$ cat src/rtl/ipc_pkg.sv
package ipc_pkg;
  typedef enum logic [2:0] {
    OP_SET_CPPR = 3'd0,
    OP_SET_IPI  = 3'd1,
    OP_ACCEPT   = 3'd2,
    OP_POLL     = 3'd3,
    OP_EOI      = 3'd4
  } ipc_op_e;
endpackage

$ cat src/rtl/ipc_offer_eval.sv
// Decides whether a source offer wins against the current state.
module ipc_offer_eval #(
  parameter int SRC_W   = 24,
  parameter int PRIO_W  = 8,
  parameter int IPI_NUM = 2
) (
  input  logic [PRIO_W-1:0] cppr,
  input  logic [SRC_W-1:0]  xisr,
  input  logic [PRIO_W-1:0] pend,
  input  logic [PRIO_W-1:0] prio,
  output logic              take,
  output logic              displace
);
  logic busy;
  always_comb begin
    busy     = (xisr != '0);
    take     = (prio < cppr) && !(busy && (pend <= prio));
    displace = take && busy && (xisr != SRC_W'(IPI_NUM));
  end
endmodule

$ cat src/rtl/ipc_ipi_eval.sv
// Inter-processor check: installs the reserved number when it is favoured.
module ipc_ipi_eval #(
  parameter int SRC_W   = 24,
  parameter int PRIO_W  = 8,
  parameter int IPI_NUM = 2
) (
  input  logic              en,
  input  logic [PRIO_W-1:0] cppr_eff,
  input  logic [PRIO_W-1:0] mfrr_eff,
  input  logic [SRC_W-1:0]  xisr,
  input  logic [PRIO_W-1:0] pend,
  output logic              install,
  output logic              displace
);
  logic busy, trig;
  always_comb begin
    busy     = (xisr != '0);
    trig     = en && (mfrr_eff < cppr_eff);
    install  = trig && !(busy && (pend <= mfrr_eff));
    displace = install && busy && (xisr != SRC_W'(IPI_NUM));
  end
endmodule

$ cat src/rtl/irq_present_ctrl.sv
module irq_present_ctrl #(
  parameter int SRC_W   = 24,
  parameter int PRIO_W  = 8,
  parameter int IPI_NUM = 2,
  localparam int REG_W  = SRC_W + PRIO_W
) (
  input  logic              clk,
  input  logic              rst,
  input  logic              op_valid,
  input  logic [2:0]        op_code,
  input  logic [REG_W-1:0]  op_data,
  input  logic              src_valid,
  input  logic [SRC_W-1:0]  src_num,
  input  logic [PRIO_W-1:0] src_prio,
  output logic              irq_o,
  output logic              rd_valid,
  output logic [REG_W-1:0]  rd_data,
  output logic [PRIO_W-1:0] rd_ipi,
  output logic              rej_valid,
  output logic [SRC_W-1:0]  rej_num,
  output logic              resend_req,
  output logic              eoi_valid,
  output logic [SRC_W-1:0]  eoi_num
);
  import ipc_pkg::*;

  localparam logic [PRIO_W-1:0] PRIO_IDLE = '1;
  localparam logic [SRC_W-1:0]  IPI_ID    = SRC_W'(IPI_NUM);

  logic [PRIO_W-1:0] cppr_q, pend_q, mfrr_q;
  logic [SRC_W-1:0]  xisr_q;

  logic [PRIO_W-1:0] cppr_n, pend_n, mfrr_n;
  logic [SRC_W-1:0]  xisr_n;
  logic              irq_n, rd_v_n, rej_v_n, resend_n, eoi_v_n;
  logic [REG_W-1:0]  rd_data_n;
  logic [PRIO_W-1:0] rd_ipi_n;
  logic [SRC_W-1:0]  rej_num_n, eoi_num_n;

  ipc_op_e           op;
  logic [PRIO_W-1:0] wr_byte, eoi_cppr, cppr_eff, mfrr_eff;
  logic              busy, ipi_en, ipi_install, ipi_displace, off_take, off_displace;

  always_comb begin
    op       = ipc_op_e'(op_code);
    wr_byte  = op_data[PRIO_W-1:0];
    eoi_cppr = op_data[REG_W-1:SRC_W];
    busy     = (xisr_q != '0);
    cppr_eff = cppr_q;
    mfrr_eff = mfrr_q;
    ipi_en   = 1'b0;
    if (op_valid) begin
      case (op)
        OP_SET_CPPR: begin
          cppr_eff = wr_byte;
          ipi_en   = (wr_byte >= cppr_q) && !busy;
        end
        OP_SET_IPI: begin
          mfrr_eff = wr_byte;
          ipi_en   = 1'b1;
        end
        OP_EOI: begin
          cppr_eff = eoi_cppr;
          ipi_en   = !busy;
        end
        default: ;
      endcase
    end
  end

  ipc_ipi_eval #(.SRC_W(SRC_W), .PRIO_W(PRIO_W), .IPI_NUM(IPI_NUM)) u_ipi (
    .en(ipi_en), .cppr_eff(cppr_eff), .mfrr_eff(mfrr_eff),
    .xisr(xisr_q), .pend(pend_q),
    .install(ipi_install), .displace(ipi_displace)
  );

  ipc_offer_eval #(.SRC_W(SRC_W), .PRIO_W(PRIO_W), .IPI_NUM(IPI_NUM)) u_offer (
    .cppr(cppr_q), .xisr(xisr_q), .pend(pend_q), .prio(src_prio),
    .take(off_take), .displace(off_displace)
  );

  always_comb begin
    cppr_n    = cppr_q;
    xisr_n    = xisr_q;
    pend_n    = pend_q;
    mfrr_n    = mfrr_q;
    irq_n     = irq_o;
    rd_v_n    = 1'b0;
    rd_data_n = rd_data;
    rd_ipi_n  = rd_ipi;
    rej_v_n   = 1'b0;
    rej_num_n = '0;
    resend_n  = 1'b0;
    eoi_v_n   = 1'b0;
    eoi_num_n = '0;
    if (op_valid) begin
      case (op)
        OP_SET_CPPR: begin
          cppr_n = wr_byte;
          if (wr_byte < cppr_q) begin
            if (busy && (wr_byte <= pend_q)) begin
              xisr_n = '0;
              pend_n = PRIO_IDLE;
              irq_n  = 1'b0;
              if (xisr_q != IPI_ID) begin
                rej_v_n   = 1'b1;
                rej_num_n = xisr_q;
              end
            end
          end else if (!busy) begin
            resend_n = 1'b1;
          end
        end
        OP_SET_IPI: mfrr_n = wr_byte;
        OP_ACCEPT: begin
          rd_v_n    = 1'b1;
          rd_data_n = {cppr_q, xisr_q};
          rd_ipi_n  = mfrr_q;
          irq_n     = 1'b0;
          cppr_n    = pend_q;
          xisr_n    = '0;
          pend_n    = PRIO_IDLE;
        end
        OP_POLL: begin
          rd_v_n    = 1'b1;
          rd_data_n = {cppr_q, xisr_q};
          rd_ipi_n  = mfrr_q;
        end
        OP_EOI: begin
          cppr_n = eoi_cppr;
          if (op_data[SRC_W-1:0] != IPI_ID) begin
            eoi_v_n   = 1'b1;
            eoi_num_n = op_data[SRC_W-1:0];
          end
          if (!busy) resend_n = 1'b1;
        end
        default: ;
      endcase
      if (ipi_install) begin
        xisr_n = IPI_ID;
        pend_n = mfrr_eff;
        irq_n  = 1'b1;
        if (ipi_displace) begin
          rej_v_n   = 1'b1;
          rej_num_n = xisr_q;
        end
      end
    end else if (src_valid) begin
      if (off_take) begin
        xisr_n = src_num;
        pend_n = src_prio;
        irq_n  = 1'b1;
        if (off_displace) begin
          rej_v_n   = 1'b1;
          rej_num_n = xisr_q;
        end
      end else if (src_num != IPI_ID) begin
        rej_v_n   = 1'b1;
        rej_num_n = src_num;
      end
    end
  end

  always_ff @(posedge clk) begin
    if (rst) begin
      cppr_q     <= '0;
      xisr_q     <= '0;
      pend_q     <= PRIO_IDLE;
      mfrr_q     <= PRIO_IDLE;
      irq_o      <= 1'b0;
      rd_valid   <= 1'b0;
      rd_data    <= '0;
      rd_ipi     <= '0;
      rej_valid  <= 1'b0;
      rej_num    <= '0;
      resend_req <= 1'b0;
      eoi_valid  <= 1'b0;
      eoi_num    <= '0;
    end else begin
      cppr_q     <= cppr_n;
      xisr_q     <= xisr_n;
      pend_q     <= pend_n;
      mfrr_q     <= mfrr_n;
      irq_o      <= irq_n;
      rd_valid   <= rd_v_n;
      rd_data    <= rd_data_n;
      rd_ipi     <= rd_ipi_n;
      rej_valid  <= rej_v_n;
      rej_num    <= rej_num_n;
      resend_req <= resend_n;
      eoi_valid  <= eoi_v_n;
      eoi_num    <= eoi_num_n;
    end
  end
endmodule

$ cat config.mk
export PLATFORM = sky130hd
export DESIGN_NAME = irq_present_ctrl
export DESIGN_NICKNAME = d
export VERILOG_FILES = /design/src/rtl/ipc_pkg.sv /design/src/rtl/ipc_offer_eval.sv /design/src/rtl/ipc_ipi_eval.sv /design/src/rtl/irq_present_ctrl.sv
export SDC_FILE = /design/constraint.sdc
export NUM_CORES = 1
export LEC_CHECK = 0
export ABC_AREA = 1
export BUFFER_PORTS_ARGS = -buffer_cell sky130_fd_sc_hd__buf_2
export CAP_MARGIN = 20
export CORE_MARGIN = 3
export CORE_UTILIZATION = 55
export CTS_CLUSTER_DIAMETER = 150
export DETAILED_ROUTE_END_ITERATION = 10
export PLACE_DENSITY = 0.91
export SLEW_MARGIN = 10
export SYNTH_ARGS = -nofsm -noshare
export SYNTH_HDL_FRONTEND = slang
export SYNTH_SLANG_ARGS = --single-unit
$ cat constraint.sdc
create_clock -name clk -period 3.5 [get_ports clk]
set_input_delay 0.175 -clock clk [delete_from_list [all_inputs] [get_ports clk]]
set_output_delay 0.175 -clock clk [all_outputs]
set_load 0.01 [all_outputs]
==> impl_metrics.json <==
{
  "synth_nets": 1147,
  "dp.cells": 1325,
  "stdcell_count": 1369,
  "h-tree-depth": 4,
  "nNetsFinal": 1302,
  "ys.flop_type": "dfxtp_1",
  "hold_path.class": "in2reg",
  "cts_resized": 0,
  "period_share_pct": 83.2,
  "num_rows": 41,
  "clock_latency_ns": 0.43,
  "fp.dieW_um": 121,
  "critPathKind": "reg2reg",
  "crit_top_cell": "nand2_1",
  "synth-seq-cells": 141,
  "cts.sinks": 141,
  "synth_top_area_share_pct": 39.1,
  "synth_largest_area_cell": "dfxtp_1",
  "vdd_ir_drop_max_uv": 364,
  "met1_length_um": 8620,
  "period_minus_slack_ns": 2.91,
  "firstDrtPassIters": 6,
  "fin_tns_setup_ns": 0,
  "yosys-top-cells-area": "dfxtp_1 (39%), nand2_1 (12%), nand3_1 (8.3%)",
  "gr-total-overflow": 0,
  "grt_max_degree": 50,
  "cts_setup_buffers": 0,
  "synthCells": 1030,
  "highest_layer": "met4",
  "tightest_slew_ns": 0.945,
  "crit_path_max_incr_delay_ns": 0.59,
  "hold_viol": 0,
  "drtIter0Drc": 910,
  "layout-drive-gt1-share_pct": 19.0,
  "cap_violations": 0,
  "path_cells": "ha_1, a21oi_1, o21ai_0, nand2_1, o211ai_1, o21ai_0, nand2_1, nand2_1, buf_4, nand2_1, o211ai_1, a21oi_1",
  "ys_warn_count": 0,
  "min_path_cells": 3,
  "dieArea_um2": 14500,
  "dr_wl_met2_um": 10600,
  "groute.usage.overall_pct": 31.4,
  "arrival_ns": 3.19,
  "status": "completed",
  "cp.required_ns": 3.78,
  "start_util_pct": 56.7,
  "core-area_um2": 12700,
  "reg2regPathDepth": 12,
  "cp-end-kind": "flip-flop",
  "drc": 0,
  "r2r-end": "rej_num[14]",
  "cts_made_buffers": 17,
  "netlist_area_um2": 7210,
  "worstPathMaxFanout": 25,
  "areaGrowthSynthToFinish_pct": 22.5,
  "vias_per_cell": 5.68,
  "grt_pass1_vias": 7282,
  "synth-seq-area-share_pct": 39.1,
  "antenna_found_initial": 0,
  "synth_cell_type_count": 30,
  "maxSlewHeadroom_pct": 36.8,
  "final-setup-viol-count": 0,
  "clkTransAtPathRegs_ns": 0.06,
  "p_leak_nw": 4.39,
  "power_w": 0.00434,
  "synthTopCellsByCount": "nand2_1 (222), dfxtp_1 (141), nand3_1 (120)",
  "r2r_slack_ns": 0.59,
  "yosysMostFrequentCell": "nand2_1",
  "die_h_um": 121,
  "min_from": "op_data[10]",
  "worst-path-buf-inv": 1,
  "maxSlewViolCount": 0,
  "start_kind": "flip-flop",
  "wl_met3_um": 2590,
  "portBuffers": 163,
  "grt_first_pass_wirelength_um": 36400,
  "boundaryPins": 164,
  "powerDensity_nw_per_um2": 491,
  "synth-async-reset-ratio_pct": 0,
  "hold_end": "eoi_num[10]",
  "routed-via-count": 7780,
  "hpwl_um": 15100,
  "tritoncts": "built",
  "wl_um": 22700,
  "cp_slowest_cell": "nand2_1",
  "clock_path_buffers": 2,
  "max_freq_ghz": 0.344,
  "n_antenna_cell": 0,
  "root_buffer": "clkbuf_16",
  "synth-edff-count": 0,
  "wl_per_cell_um": 16.6,
  "fin_skew_ns": 0.00953,
  "ant_nets": 0,
  "routabilityCongestion": 0.983,
  "cp_top_family": "simple AND/OR/NAND/NOR gates",
  "syn_avg_cell_area_um2": 7.00,
  "rr_startpoint": "pend_q[1]",
  "grt_setup_unrepaired": "no"
}
## what timing repair did
| item | in CTS | in global routing |
|---|---|---|
| hold buffers | 12 | 1 |
| endpoints found under the setup margin | 0 | 0 |
| hold endpoints to repair | 12 | 1 |
## cells in the final DEF (no fill, tap or decap), types with 2 or more instances in the layout
cell / netlist / layout
nand3_1: 120 / 120
nand4_1: 21 / 21
o21ai_0: 48 / 48
inv_6: 0 / 2
dfxtp_1: 141 / 141
bufinv_16: 0 / 3
nor2_4: 4 / 4
inv_2: 8 / 8
buf_4: 4 / 14
nand2_1: 222 / 222
dlygate4sd3_1: 0 / 13
clkbuf_16: 0 / 17
o21a_1: 3 / 3
nor4_1: 7 / 7
nand2_4: 3 / 3
ha_1: 46 / 46
nor2_1: 105 / 105
a21oi_1: 102 / 102
clkinvlp_4: 0 / 4
o211ai_1: 22 / 22
buf_2: 5 / 163
inv_1: 113 / 113
a31oi_1: 2 / 2
## how the worst max path moves through the flow
stage | start | end | slack [ns] | depth (start not counted)
finish | pend_q[1] | rej_num[14] | 0.59 | 12
global route | op_code[0] | xisr_q[6] | 0.36 | 21
CTS | pend_q[1] | rej_num[14] | 0.71 | 12
detailed placement | op_code[0] | xisr_q[5] | 0.35 | 21
global placement | op_code[0] | xisr_q[14] | 0.47 | 21
floorplan | op_code[1] | xisr_q[22] | 0.71 | 22
## flip-flops by register name, indices dropped and copies added, names as in the netlist, 8 cells and up
register and flops:
rd_data 32, eoi_num 24, rej_num 24, xisr_q 24, cppr_q 8, mfrr_q 8
pend_q 8, rd_ipi 8
## stage by stage
step           setup WS [ns]  instance area (µm²)  hold WS, ns  utilization [%]
2_1_floorplan          0.714                 7210        0.267                -
3_3_place_gp           0.471                 8100        0.405             63.7
3_5_place_dp           0.346                 8100        0.406             63.7
4_1_cts                0.712                 8830     0.000900             69.4
5_1_grt                0.360                 8840       0.0280             69.5
6_report               0.589                 8840      0.00747             69.5
## routing by layer
layer  GRT usage, %  up-vias
li1               -     3690
met1           39.4     3491
met2           51.5      516
met3           7.20       83
met4           13.7        0
met5              0        -
## worst reg2reg max path, delay by kind of cell, from the launching register on
family / cells / cell delay [ns]
buffers and inverters: 1 / 0.42
adder cells (fa/ha/maj): 1 / 0.31
AO/OA/AOI/OAI: 6 / 0.62
flip-flops: 1 / 0.50
AND/OR/NAND/NOR: 4 / 0.90
## power breakdown
part	total (W)	leakage (nW)	internal (W)	switching, W
combinational	0.000707	2.96	0.000249	0.000458
clock	0.00187	0.284	0.00114	0.000728
sequential	0.00176	1.15	0.00168	0.0000807
## final cells by class
type                       instances  area [µm²]
timing repair buffer             190        1050
multi-input combinational        714        3690
clock buffer                      19         443
sequential                       141        2820
clock inverter                    12         163
tap                              172         215
inverter                         121         454
fill                            1009        3880
## kinds of logic (layout without fill, tap and decap cells)
group	Yosys count	after routing	synth area share [%]
compound gates	180	180	13.6
fa+ha+maj	46	46	7.98
buf+inv	175	342	9.71
flops	141	141	39.1
simple gates	488	488	29.6
No activity file was read; power rests on OpenSTA's default activity.
